==> config.mk <==
export PLATFORM = sky130hd
export DESIGN_NAME = seq_divider
export DESIGN_NICKNAME = d
export VERILOG_FILES = /design/src/rtl/div_pkg.sv /design/src/rtl/div_step.sv /design/src/rtl/div_ctrl.sv /design/src/rtl/seq_divider.sv
export SDC_FILE = /design/constraint.sdc
export NUM_CORES = 1
export LEC_CHECK = 0
export CORE_UTILIZATION = 57
export DETAILED_ROUTE_END_ITERATION = 8
export GPL_TIMING_DRIVEN = 0
export HOLD_SLACK_MARGIN = 0.02
export MAX_ROUTING_LAYER = met4
export PLACE_DENSITY = 0.85
export SLEW_MARGIN = 25
export SYNTH_ARGS = -nofsm -noshare
export SYNTH_HDL_FRONTEND = slang
export SYNTH_HIERARCHICAL = 1
export SYNTH_SLANG_ARGS = --single-unit
==> constraint.sdc <==
create_clock -name clk -period 4.05 [get_ports clk]
set_input_delay 0.81 -clock clk [delete_from_list [all_inputs] [get_ports clk]]
set_output_delay 0.81 -clock clk [all_outputs]
set_load 0.005 [all_outputs]
==> src/rtl/div_pkg.sv <==
// Shared helpers for the sequential divider.
// Assumes: callers pass a positive operand width.
package div_pkg;
    // Width of a down-counter that must hold values 0 .. n-1 (at least one bit).
    function automatic int cnt_bits(input int n);
        return (n > 2) ? $clog2(n) : 1;
    endfunction
endpackage

==> src/rtl/div_step.sv <==
// One restoring-division step, purely combinational.
// Takes the shifted partial remainder (W+1 bits) and the divisor. Subtracts
// with one guard bit and uses the borrow to pick the quotient bit and the
// next partial remainder.
// Assumes: the incoming partial remainder is below twice the divisor, so a
// kept difference always fits in W bits; ovf flags any breach of that.
module div_step #(
    parameter int W = 8
) (
    input  logic [W:0]   prem,
    input  logic [W-1:0] dvs,
    output logic         qbit,
    output logic [W-1:0] rem_next,
    output logic         ovf
);
    logic [W+1:0] trial;
    logic         borrow;

    // Trial difference with the borrow out in the top bit.
    always_comb begin
        trial    = {1'b0, prem} - {2'b00, dvs};
        borrow   = trial[W+1];
        qbit     = ~borrow;
        rem_next = borrow ? prem[W-1:0] : trial[W-1:0];
        ovf      = ~borrow & trial[W];
    end
endmodule

==> src/rtl/div_ctrl.sv <==
// Sequencer for the divider: takes a start, counts W steps, pulses done.
// A zero divisor gives done in the next cycle without entering busy.
// Assumes: W >= 2.
module div_ctrl
    import div_pkg::*;
#(
    parameter int W = 8
) (
    input  logic clk,
    input  logic rst_n,
    input  logic start,
    input  logic zero_div,
    output logic busy,
    output logic done,
    output logic accept
);
    localparam int CW = cnt_bits(W);

    logic [CW-1:0] steps_left;

    // A start counts only while idle.
    assign accept = start & ~busy;

    // Step counter, busy window and done pulse.
    always_ff @(posedge clk) begin
        if (!rst_n) begin
            busy       <= 1'b0;
            done       <= 1'b0;
            steps_left <= '0;
        end else begin
            done <= 1'b0;
            if (accept) begin
                if (zero_div) begin
                    done <= 1'b1;
                end else begin
                    busy       <= 1'b1;
                    steps_left <= CW'(W - 1);
                end
            end else if (busy) begin
                if (steps_left == '0) begin
                    busy <= 1'b0;
                    done <= 1'b1;
                end else begin
                    steps_left <= steps_left - 1'b1;
                end
            end
        end
    end
endmodule

==> src/rtl/seq_divider.sv <==
// Unsigned restoring divider, one quotient bit per cycle, MSB first.
// The partial remainder (W bits) and the dividend shifter (W bits) together
// form the double-width working register. Each step moves the next dividend
// bit into the remainder, trial-subtracts and shifts the quotient bit in.
// Assumes: operands are held by the caller only for the start cycle.
module seq_divider #(
    parameter int W = 8
) (
    input  logic         clk,
    input  logic         rst_n,
    input  logic         start,
    input  logic [W-1:0] dividend,
    input  logic [W-1:0] divisor,
    output logic         busy,
    output logic         done,
    output logic [W-1:0] quotient,
    output logic [W-1:0] remainder,
    output logic         div_by_zero
);
    logic         accept;
    logic         zero_div;
    logic [W-1:0] dvd_q;
    logic [W-1:0] dvs_q;
    logic [W-1:0] quo_q;
    logic [W-1:0] rem_q;
    logic         dbz_q;
    logic [W:0]   prem;
    logic         qbit;
    logic [W-1:0] rem_nxt;
    logic         step_ovf;

    assign zero_div = (divisor == '0);
    assign prem     = {rem_q, dvd_q[W-1]};

    div_ctrl #(.W(W)) u_ctrl (
        .clk      (clk),
        .rst_n    (rst_n),
        .start    (start),
        .zero_div (zero_div),
        .busy     (busy),
        .done     (done),
        .accept   (accept)
    );

    div_step #(.W(W)) u_step (
        .prem     (prem),
        .dvs      (dvs_q),
        .qbit     (qbit),
        .rem_next (rem_nxt),
        .ovf      (step_ovf)
    );

    // Operand capture on accept, then one shift-subtract step per busy cycle.
    always_ff @(posedge clk) begin
        if (!rst_n) begin
            dvd_q <= '0;
            dvs_q <= '0;
            quo_q <= '0;
            rem_q <= '0;
            dbz_q <= 1'b0;
        end else if (accept) begin
            dvs_q <= divisor;
            dbz_q <= zero_div;
            if (zero_div) begin
                dvd_q <= '0;
                quo_q <= '1;
                rem_q <= dividend;
            end else begin
                dvd_q <= dividend;
                quo_q <= '0;
                rem_q <= '0;
            end
        end else if (busy) begin
            dvd_q <= {dvd_q[W-2:0], 1'b0};
            quo_q <= {quo_q[W-2:0], qbit};
            rem_q <= rem_nxt;
        end
    end

    assign quotient    = quo_q;
    assign remainder   = rem_q;
    assign div_by_zero = dbz_q;
endmodule

==> impl_metrics.py, run 1 <==
metrics = {
    "worst_setup_path": {
        "worst_setup_path_start_kind": "flop",
        "critPathRequiredTime_ns": 4.22,
        "reg2reg_setup_slack_ns": 1.57,
        "critical_path_class": "flop to flop",
        "timing.critical_path.fanout_max": 8,
        "crit_arrival_ns": 2.65,
        "setup.worst_path.end_class": "flop",
    },
    "clock_network": {
        "clk_pin_slew_ns": 0.07,
        "cts.sinks": 38,
        "clock-root-buffer": "clkbuf_8",
        "clock_tree_from_tritoncts": "built",
        "worstSkewPairLatency_ns": 0.30,
        "holdBufCountCts": 0,
        "clk_path_buf_depth": 2,
        "cts_htree_levels": 2,
        "cts_resized": 0,
        "cts_buffers": 5,
        "postCtsSetupBuffers": 0,
    },
    "cells_and_area": {
        "finish.utilization_pct": 74.1,
        "layout-area-overhead-vs-synth_pct": 24.9,
        "layout.nets": 298,
        "drive_above_1_share_pct": 14.1,
        "final.fill_count": 282,
        "antenna_cells": 0,
    },
    "worst_hold_path": {
        "worst_hold_path_type": "flop to flop",
    },
    "detailed_routing": {
        "top_layer_used": "met4",
        "post_drt_via_cell_ratio": 5.68,
        "met3WireLength_um": 201,
        "remaining_drc_errors": 0,
        "route.detailed.wl_per_inst_um": 14.6,
        "route.vias.total": 1801,
        "met2WireLength_mm": 2.32,
        "detail_route.first_pass.iterations": 4,
        "antenna_violating_nets_post_route": 0,
        "totalWireLength_mm": 4.64,
        "m1WireLength_mm": 2.05,
        "drt_iter0_drc": 63,
    },
    "timing": {
        "finalSetupTns_ns": 0,
        "max_slew_margin_pct": 70.1,
        "rsz_0062_raised_after_global_routing": "false",
        "fin_crit_ns": 2.48,
        "worst_pin_slew_ns": 0.449,
        "timing.clock.skew_ns": 0.00472,
        "highest_clock_rate_mhz": 402,
        "final_critical_path_setup_slack_ns": 1.57,
        "final-hold-violation-count": 0,
        "finalMaxSlewViolations": 0,
        "min_period_over_period_pct": 61.4,
        "finalSetupViolations": 0,
    },
    "power": {
        "vdd_drop_max_v": 0.000314,
        "p_leak_nw": 1.12,
        "pwrdens_nw_per_um2": 373,
        "post-layout-total-power_mw": 1.01,
    },
    "floorplanning": {
        "initial_core_util_pct": 59.3,
        "die_height_um": 63.7,
        "row_count": 22,
        "dieWidth_um": 63.7,
        "fp.dieArea_sq_um": 4060,
        "floorplan.core_area_sq_um": 3660,
        "ioPinCount": 38,
    },
    "global_route": {
        "vias_in_the_first_global_route": 1770,
        "globalRouteTotalUtil_pct": 25.4,
        "grt_start_max_net_pins": 12,
        "number_of_antenna_violations_at_the_first_check_in_global_routing": 0,
        "global_route_wire_length_before_repair_mm": 7.79,
        "grt-ovfl-total": 0,
    },
    "outcome": {
        "result_of_the_run": "finished clean",
    },
    "place": {
        "detailedPlacementHpwl_mm": 3.38,
        "portBuffers": 37,
        "pre_cts_slack_ns": 1.46,
        "globalplace.congestion": 0.780,
    },
    "synthesis": {
        "syn_nets": 254,
        "yosys_warnings": 6,
        "syn_avg_cell_area_sq_um": 9.69,
        "mapped_area_sq_um": 2170,
        "syn_inst": 224,
    },
    "flow_run": {
        "cap_violations": 0,
    },
}
-- area by class of cell --
type | count | area, sq um | share of cell area, %
tap | 48 | 60.1 | 2.22
multi-input combinational | 159 | 1270 | 47.0
inverter | 16 | 65.1 | 2.40
clock buffer | 8 | 110 | 4.06
sequential | 38 | 761 | 28.1
timing repair buffer | 37 | 370 | 13.7
buffer | 11 | 71.3 | 2.63
-- layout by cell type (no fill, tap or decap), types with 8 or more instances in the layout --
cell,instances
clkbuf_8,8
clkdlybuf4s50_1,37
dfxtp_1,38
ha_1,10
inv_1,15
mux2_2,12
mux2i_1,27
nand2_1,8
nand3_1,10
nor2_1,11
nor2b_1,12
o21ai_0,9
o22ai_1,14
-- metal layers --
layer | vias up | track usage (%)
li1 | 889 | -
met1 | 852 | 28.3
met2 | 52 | 43.8
met3 | 8 | 5.98
met4 | 0 | 9.09
met5 | - | -
-- per-stage QoR --
stage	cell area [sq um]	hold slack, ns	cells
5_1_grt	2710	0.520	317
3_3_place_gp	2600	0.469	309
4_1_cts	2710	0.489	317
2_1_floorplan	2170	0.466	224
3_5_place_dp	2600	0.475	309
6_report	2710	0.486	317
-- worst max-delay path, stage by stage, from the launching register on --
cell       delay [ns]
dfxtp_1          0.38
inv_1            0.06
ha_1             0.26
nor2b_1          0.15
o2111ai_1        0.27
nand2_2          0.13
a41oi_4          0.41
mux2_2           0.40
mux2i_1          0.19
o22ai_1          0.11
-- power by group --
group | leakage [nW] | switching (mW) | internal, mW | total (mW)
Sequential | 0.312 | 0.0182 | 0.400 | 0.418
Clock | 0.0575 | 0.136 | 0.172 | 0.308
Combinational | 0.749 | 0.134 | 0.150 | 0.284
Total | 1.12 | 0.288 | 0.722 | 1.01
-- flip-flops by register name (all words and copies together), names as in the netlist --
| register | flops |
|---|---|
| dvs_q | 8 |
| dvd_q | 8 |
| u_ctrl/steps_left | 3 |
| remainder | 8 |
| div_by_zero | 1 |
| u_ctrl/busy | 1 |
| quotient | 8 |
| u_ctrl/done | 1 |
-- worst paths after layout --
path	endpoint	cells after the start	startpoint
setup / recovery	remainder[4]$_SDFFE_PN0P_	9	dvs_q[1]$_SDFFE_PN0P_
hold / removal	div_by_zero$_SDFFE_PN0P_	2	div_by_zero$_SDFFE_PN0P_
setup reg to reg	remainder[4]$_SDFFE_PN0P_	9	dvs_q[1]$_SDFFE_PN0P_
hold reg to reg	div_by_zero$_SDFFE_PN0P_	2	div_by_zero$_SDFFE_PN0P_
Power figures use the tool's default switching activity.
==> run 2, diff against run 1 <==
CORE_UTILIZATION = 48   (was 57)
PLACE_DENSITY = 0.76   (was 0.85)
clock period = 2 ns   (was 4.05 ns; I/O delays follow)
==> run 2 against run 1 <==
  * The flow now finishes with violations (negative setup slack)
  * Combinational power grew to 2.5 times the previous value
  * Die area increased by 18%
  * Power up 120%
  * Largest cell class unchanged
  * Largest power group unchanged
  * Highest routed layer unchanged
==> impl_metrics.py, run 2 (same netlist as run 1, synthesis figures left out) <==
metrics = {
    "cells_and_area": {
        "layout_commonest_cell": "clkdlybuf4s50_1",
        "drive_above_1_share_pct": 25.2,
        "most-common-layout-cells": "clkdlybuf4s50_1 (37), dfxtp_1 (31), mux2i_1 (26)",
        "antenna_cells": 0,
        "layout.nets": 307,
        "layout-area-overhead-vs-synth_pct": 35.2,
    },
    "place": {
        "detailedPlacementHpwl_mm": 3.49,
        "portBuffers": 37,
        "globalplace.congestion": 0.844,
    },
    "worst_hold_path": {
        "worst_hold_startpoint": "div_by_zero$_SDFFE_PN0P_",
        "worst_hold_path_type": "flop to flop",
        "timing.hold.worst_endpoint": "div_by_zero$_SDFFE_PN0P_",
        "timing.hold.worst_path_depth": 2,
    },
    "floorplanning": {
        "ioPinCount": 38,
        "die_height_um": 69.3,
        "fp.dieArea_sq_um": 4800,
        "initial_core_util_pct": 49.9,
        "floorplan.core_area_sq_um": 4350,
        "row_count": 24,
        "dieWidth_um": 69.3,
    },
    "timing": {
        "max_slew_margin_pct": 68.5,
        "timing.clock.skew_ns": 0.00523,
        "worst_hold_slack_ns": 0.483,
        "finalMaxSlewViolations": 0,
        "finalSetupViolations": 6,
        "worst_pin_slew_ns": 0.473,
        "min_period_over_period_pct": 107,
        "highest_clock_rate_mhz": 468,
        "final_critical_path_setup_slack_ns": -0.136,
        "finalSetupTns_ns": -0.308,
        "rsz_0062_raised_after_global_routing": "true",
        "final-hold-violation-count": 0,
        "fin_crit_ns": 2.14,
    },
    "detailed_routing": {
        "antenna_violating_nets_post_route": 0,
        "totalWireLength_mm": 4.79,
        "detail_route.first_pass.iterations": 4,
        "route.vias.total": 1826,
        "post_drt_via_cell_ratio": 5.53,
        "remaining_drc_errors": 0,
        "route.detailed.wl_per_inst_um": 14.5,
        "drt_iter0_drc": 137,
    },
    "worst_setup_path": {
        "critPathRequiredTime_ns": 2.16,
        "setup.worst_path.end_class": "flop",
        "timing.critical_path.fanout_max": 2,
        "worst_setup_path_start_kind": "flop",
        "regToRegStartpoint": "dvd_q[7]$_SDFFE_PN0P_",
        "worstRegToRegCells": 10,
        "reg2reg_setup_slack_ns": -0.14,
        "crit_arrival_ns": 2.30,
        "critical_path_class": "flop to flop",
        "reg_to_reg_endpoint": "remainder[6]$_SDFFE_PN0P_",
    },
    "power": {
        "post-layout-total-power_mw": 2.21,
        "pwrdens_nw_per_um2": 754,
        "p_leak_nw": 1.19,
        "vdd_drop_max_v": 0.000547,
    },
    "clock_network": {
        "cts_buffers": 5,
        "clock_tree_from_tritoncts": "built",
        "holdBufCountCts": 0,
        "clk_pin_slew_ns": 0.08,
        "clock-root-buffer": "clkbuf_8",
        "clk_path_buf_depth": 2,
        "cts_htree_levels": 2,
        "cts.sinks": 38,
        "worstSkewPairLatency_ns": 0.29,
    },
    "global_route": {
        "global_route_wire_length_before_repair_mm": 8.14,
        "grt_start_max_net_pins": 14,
        "number_of_antenna_violations_at_the_first_check_in_global_routing": 0,
        "vias_in_the_first_global_route": 1758,
        "grt-ovfl-total": 0,
        "globalRouteTotalUtil_pct": 21.5,
    },
    "outcome": {
        "result_of_the_run": "complete, but fails checks",
        "failing_checks": "negative setup slack",
    },
    "flow_run": {
        "cap_violations": 0,
    },
}
[run 2: where the power goes]
group / switching, mW / internal (mW)
logic: 0.310 / 0.400
clock network: 0.285 / 0.371
registers: 0.0376 / 0.809
total: 0.632 / 1.58
[run 2: critical path, stage by stage, from the launching register on]
cell and delay [ns]:
dfxtp_2 0.35, inv_2 0.06, ha_4 0.16, fa_2 0.35
nor2b_2 0.14, o31a_1 0.20, mux2i_1 0.19, nand2_1 0.07
mux2_4 0.27, mux2i_1 0.14, o22ai_1 0.09
[run 2: through the flow]
stage | setup slack, ns | instances | utilization, % | area, sq um
2_1_floorplan | -0.00591 | 224 | - | 2250
3_3_place_gp | -0.165 | 313 | 61.6 | 2680
3_5_place_dp | -0.195 | 313 | 61.6 | 2680
4_1_cts | -0.115 | 326 | 66.0 | 2870
5_1_grt | -0.284 | 330 | 67.4 | 2930
6_report | -0.136 | 330 | 67.4 | 2930
[run 2: final cells by class]
cell class / count / area (sq um)
inverter: 16 / 65.1
clock buffer: 5 / 68.8
tap: 52 / 65.1
buffer: 11 / 71.3
timing repair buffer: 46 / 450
clock inverter: 3 / 45.0
multi-input combinational: 159 / 1390
sequential: 38 / 777
fill: 343 / 1420
[run 2: metal layers]
metal | GRT usage (%) | share of wire, %
met1 | 28.7 | 48
met2 | 32.9 | 49
met3 | 4.36 | 3.0
met4 | 6.12 | 0.56
met5 | - | 0
[run 2: worst max-delay path by stage]
stage / cells past startpoint / startpoint / end / slack (ns)
4_1_cts: 10 / dvd_q[7]$_SDFFE_PN0P_ / remainder[6]$_SDFFE_PN0P_ / -0.11
6_report: 10 / dvd_q[7]$_SDFFE_PN0P_ / remainder[6]$_SDFFE_PN0P_ / -0.14
5_1_grt: 10 / dvd_q[7]$_SDFFE_PN0P_ / remainder[6]$_SDFFE_PN0P_ / -0.28
2_1_floorplan: 9 / dvs_q[1]$_SDFFE_PN0P_ / remainder[4]$_SDFFE_PN0P_ / -0.006
3_5_place_dp: 10 / dvd_q[7]$_SDFFE_PN0P_ / remainder[6]$_SDFFE_PN0P_ / -0.19
3_3_place_gp: 10 / dvd_q[7]$_SDFFE_PN0P_ / remainder[6]$_SDFFE_PN0P_ / -0.16
[run 2: what timing repair did]
item                       in CTS  in global routing
resized for setup              10                  9
buffers inserted                5                  4
setup endpoints to repair       8                  8
pin swaps                      10                 10
==> run 3, diff against run 2 <==
SKIP_CTS_REPAIR_TIMING = 1   (was default)
==> run 3 against run 2 <==
  * The run still ends with negative setup slack left
  * Critical path type unchanged
  * Clock power increased by 0.9%
  * First-iteration DRC count decreased by 9.5%
  * Clock-buffer cell count unchanged
  * Critical endpoint is now remainder[2]$_SDFFE_PN0P_
==> impl_metrics.py, run 3 (same netlist as run 1, synthesis figures left out) <==
metrics = {
    "cells_and_area": {
        "most-common-layout-cells": "clkdlybuf4s50_1 (37), dfxtp_1 (32), mux2i_1 (27)",
        "drive_above_1_share_pct": 23.1,
        "layout-area-overhead-vs-synth_pct": 33.7,
        "final_design_area_no_fill_sq_um": 2900,
        "finish.utilization_pct": 66.7,
        "layout_commonest_cell": "clkdlybuf4s50_1",
        "final.fill_count": 346,
        "layout.nets": 306,
        "antenna_cells": 0,
    },
    "timing": {
        "highest_clock_rate_mhz": 452,
        "rsz_0062_raised_after_global_routing": "true",
        "final_critical_path_setup_slack_ns": -0.212,
        "finalSetupTns_ns": -1.19,
        "worst_pin_slew_ns": 0.445,
        "timing.clock.skew_ns": 0.00675,
        "min_period_over_period_pct": 111,
        "final-hold-violation-count": 0,
        "finalSetupViolations": 8,
        "fin_crit_ns": 2.21,
        "worst_hold_slack_ns": 0.481,
        "max_slew_margin_pct": 70.3,
        "finalMaxSlewViolations": 0,
    },
    "detailed_routing": {
        "route.vias.total": 1824,
        "drt_iter0_drc": 124,
        "antenna_violating_nets_post_route": 0,
        "post_drt_via_cell_ratio": 5.54,
        "remaining_drc_errors": 0,
        "route.detailed.wl_per_inst_um": 14.6,
        "detail_route.first_pass.iterations": 4,
        "totalWireLength_mm": 4.82,
    },
    "worst_setup_path": {
        "critPathRequiredTime_ns": 2.18,
        "crit_arrival_ns": 2.39,
        "worstRegToRegCells": 10,
        "reg2reg_setup_slack_ns": -0.21,
        "worst_setup_path_start_kind": "flop",
        "regToRegStartpoint": "dvs_q[1]$_SDFFE_PN0P_",
        "timing.critical_path.fanout_max": 7,
        "setup.worst_path.end_class": "flop",
        "reg_to_reg_endpoint": "remainder[2]$_SDFFE_PN0P_",
        "critical_path_class": "flop to flop",
    },
    "place": {
        "detailedPlacementHpwl_mm": 3.49,
        "globalplace.congestion": 0.844,
        "portBuffers": 37,
        "placement.cell_area_sq_um": 2680,
    },
    "worst_hold_path": {
        "worst_hold_path_type": "flop to flop",
        "timing.hold.worst_endpoint": "div_by_zero$_SDFFE_PN0P_",
        "timing.hold.worst_path_depth": 2,
        "worst_hold_startpoint": "div_by_zero$_SDFFE_PN0P_",
    },
    "clock_network": {
        "cts_buffers": 5,
        "cts.sinks": 38,
        "clk_path_buf_depth": 2,
        "clock_tree_from_tritoncts": "built",
        "clk_pin_slew_ns": 0.08,
        "cts_htree_levels": 2,
        "clock-root-buffer": "clkbuf_8",
        "worstSkewPairLatency_ns": 0.29,
    },
    "global_route": {
        "vias_in_the_first_global_route": 1725,
        "number_of_antenna_violations_at_the_first_check_in_global_routing": 0,
        "globalRouteTotalUtil_pct": 21.1,
        "grt-ovfl-total": 0,
        "global_route_wire_length_before_repair_mm": 8.02,
        "grt_start_max_net_pins": 14,
    },
    "floorplanning": {
        "row_count": 24,
        "dieWidth_um": 69.3,
        "ioPinCount": 38,
        "floorplan.core_area_sq_um": 4350,
        "die_height_um": 69.3,
        "fp.dieArea_sq_um": 4800,
        "initial_core_util_pct": 49.9,
    },
    "power": {
        "pwr-share-seq_pct": 38.5,
        "vdd_drop_max_v": 0.000529,
        "power.share.clock_pct": 30.0,
        "p_leak_nw": 1.19,
        "combPwrFrac_pct": 31.4,
        "netSwitchingFraction_pct": 28.8,
        "power.net_switching_uw": 634,
        "p_int_mw": 1.57,
        "pwrdens_nw_per_um2": 759,
    },
    "flow_run": {
        "cap_violations": 0,
    },
    "outcome": {
        "result_of_the_run": "complete, but fails checks",
        "failing_checks": "negative setup slack",
    },
}
[run 3: cell types whose count changed in the layout (fill, tap and decap cells not counted), sizes merged]
cell	before	now
buf	17	16
[run 3: power groups by stage]
stage	Combinational, mW	Sequential [mW]	Clock, mW
after global routing	0.749	0.858	0.710
after floorplan	0.451	0.859	0
after global placement	0.601	0.865	0
final	0.693	0.849	0.662
after CTS	0.618	0.849	0.670
after detailed placement	0.613	0.866	0
[run 3: worst max-delay path: stages, from the launching register on]
cell	delay (ns)
dfxtp_2	0.35
inv_2	0.05
ha_4	0.22
nor2b_4	0.13
o2111ai_4	0.20
nand2_2	0.11
a41oi_4	0.36
buf_6	0.17
mux2_4	0.29
mux2i_1	0.12
o22ai_1	0.09
[run 3: routing by layer]
metal,up-vias,track usage [%],share of wire (%)
met5,-,-,0
met4,0,6.12,0.52
met3,2,4.36,3.2
met2,35,32.1,48
met1,884,28.4,48
li1,903,-,-
[run 3: per-stage QoR]
step           cells  setup WS (ns)  power, mW
3_3_place_gp     313         -0.165       1.47
5_1_grt          329         -0.296       2.32
2_1_floorplan    224       -0.00591       1.31
3_5_place_dp     313         -0.195       1.48
6_report         329         -0.212       2.20
4_1_cts          321         -0.227       2.14
[run 3: worst max path at each step]
stage,start,to,slack [ns],cells past startpoint
floorplan,dvs_q[1]$_SDFFE_PN0P_,remainder[4]$_SDFFE_PN0P_,-0.006,9
global placement,dvd_q[7]$_SDFFE_PN0P_,remainder[6]$_SDFFE_PN0P_,-0.16,10
detailed placement,dvd_q[7]$_SDFFE_PN0P_,remainder[6]$_SDFFE_PN0P_,-0.19,10
CTS,dvs_q[1]$_SDFFE_PN0P_,quotient[0]$_SDFFE_PN0P_,-0.23,10
global route,dvs_q[1]$_SDFFE_PN0P_,remainder[2]$_SDFFE_PN0P_,-0.30,10
finish,dvs_q[1]$_SDFFE_PN0P_,remainder[2]$_SDFFE_PN0P_,-0.21,10
[run 3: layout make-up]
type,count,area [sq um],share of cell area (%)
buffer,11,71.3,2.46
tap,52,65.1,2.24
multi-input combinational,159,1370,47.3
clock buffer,5,68.8,2.37
clock inverter,3,45.0,1.55
sequential,38,768,26.5
inverter,16,65.1,2.24
timing repair buffer,45,447,15.4
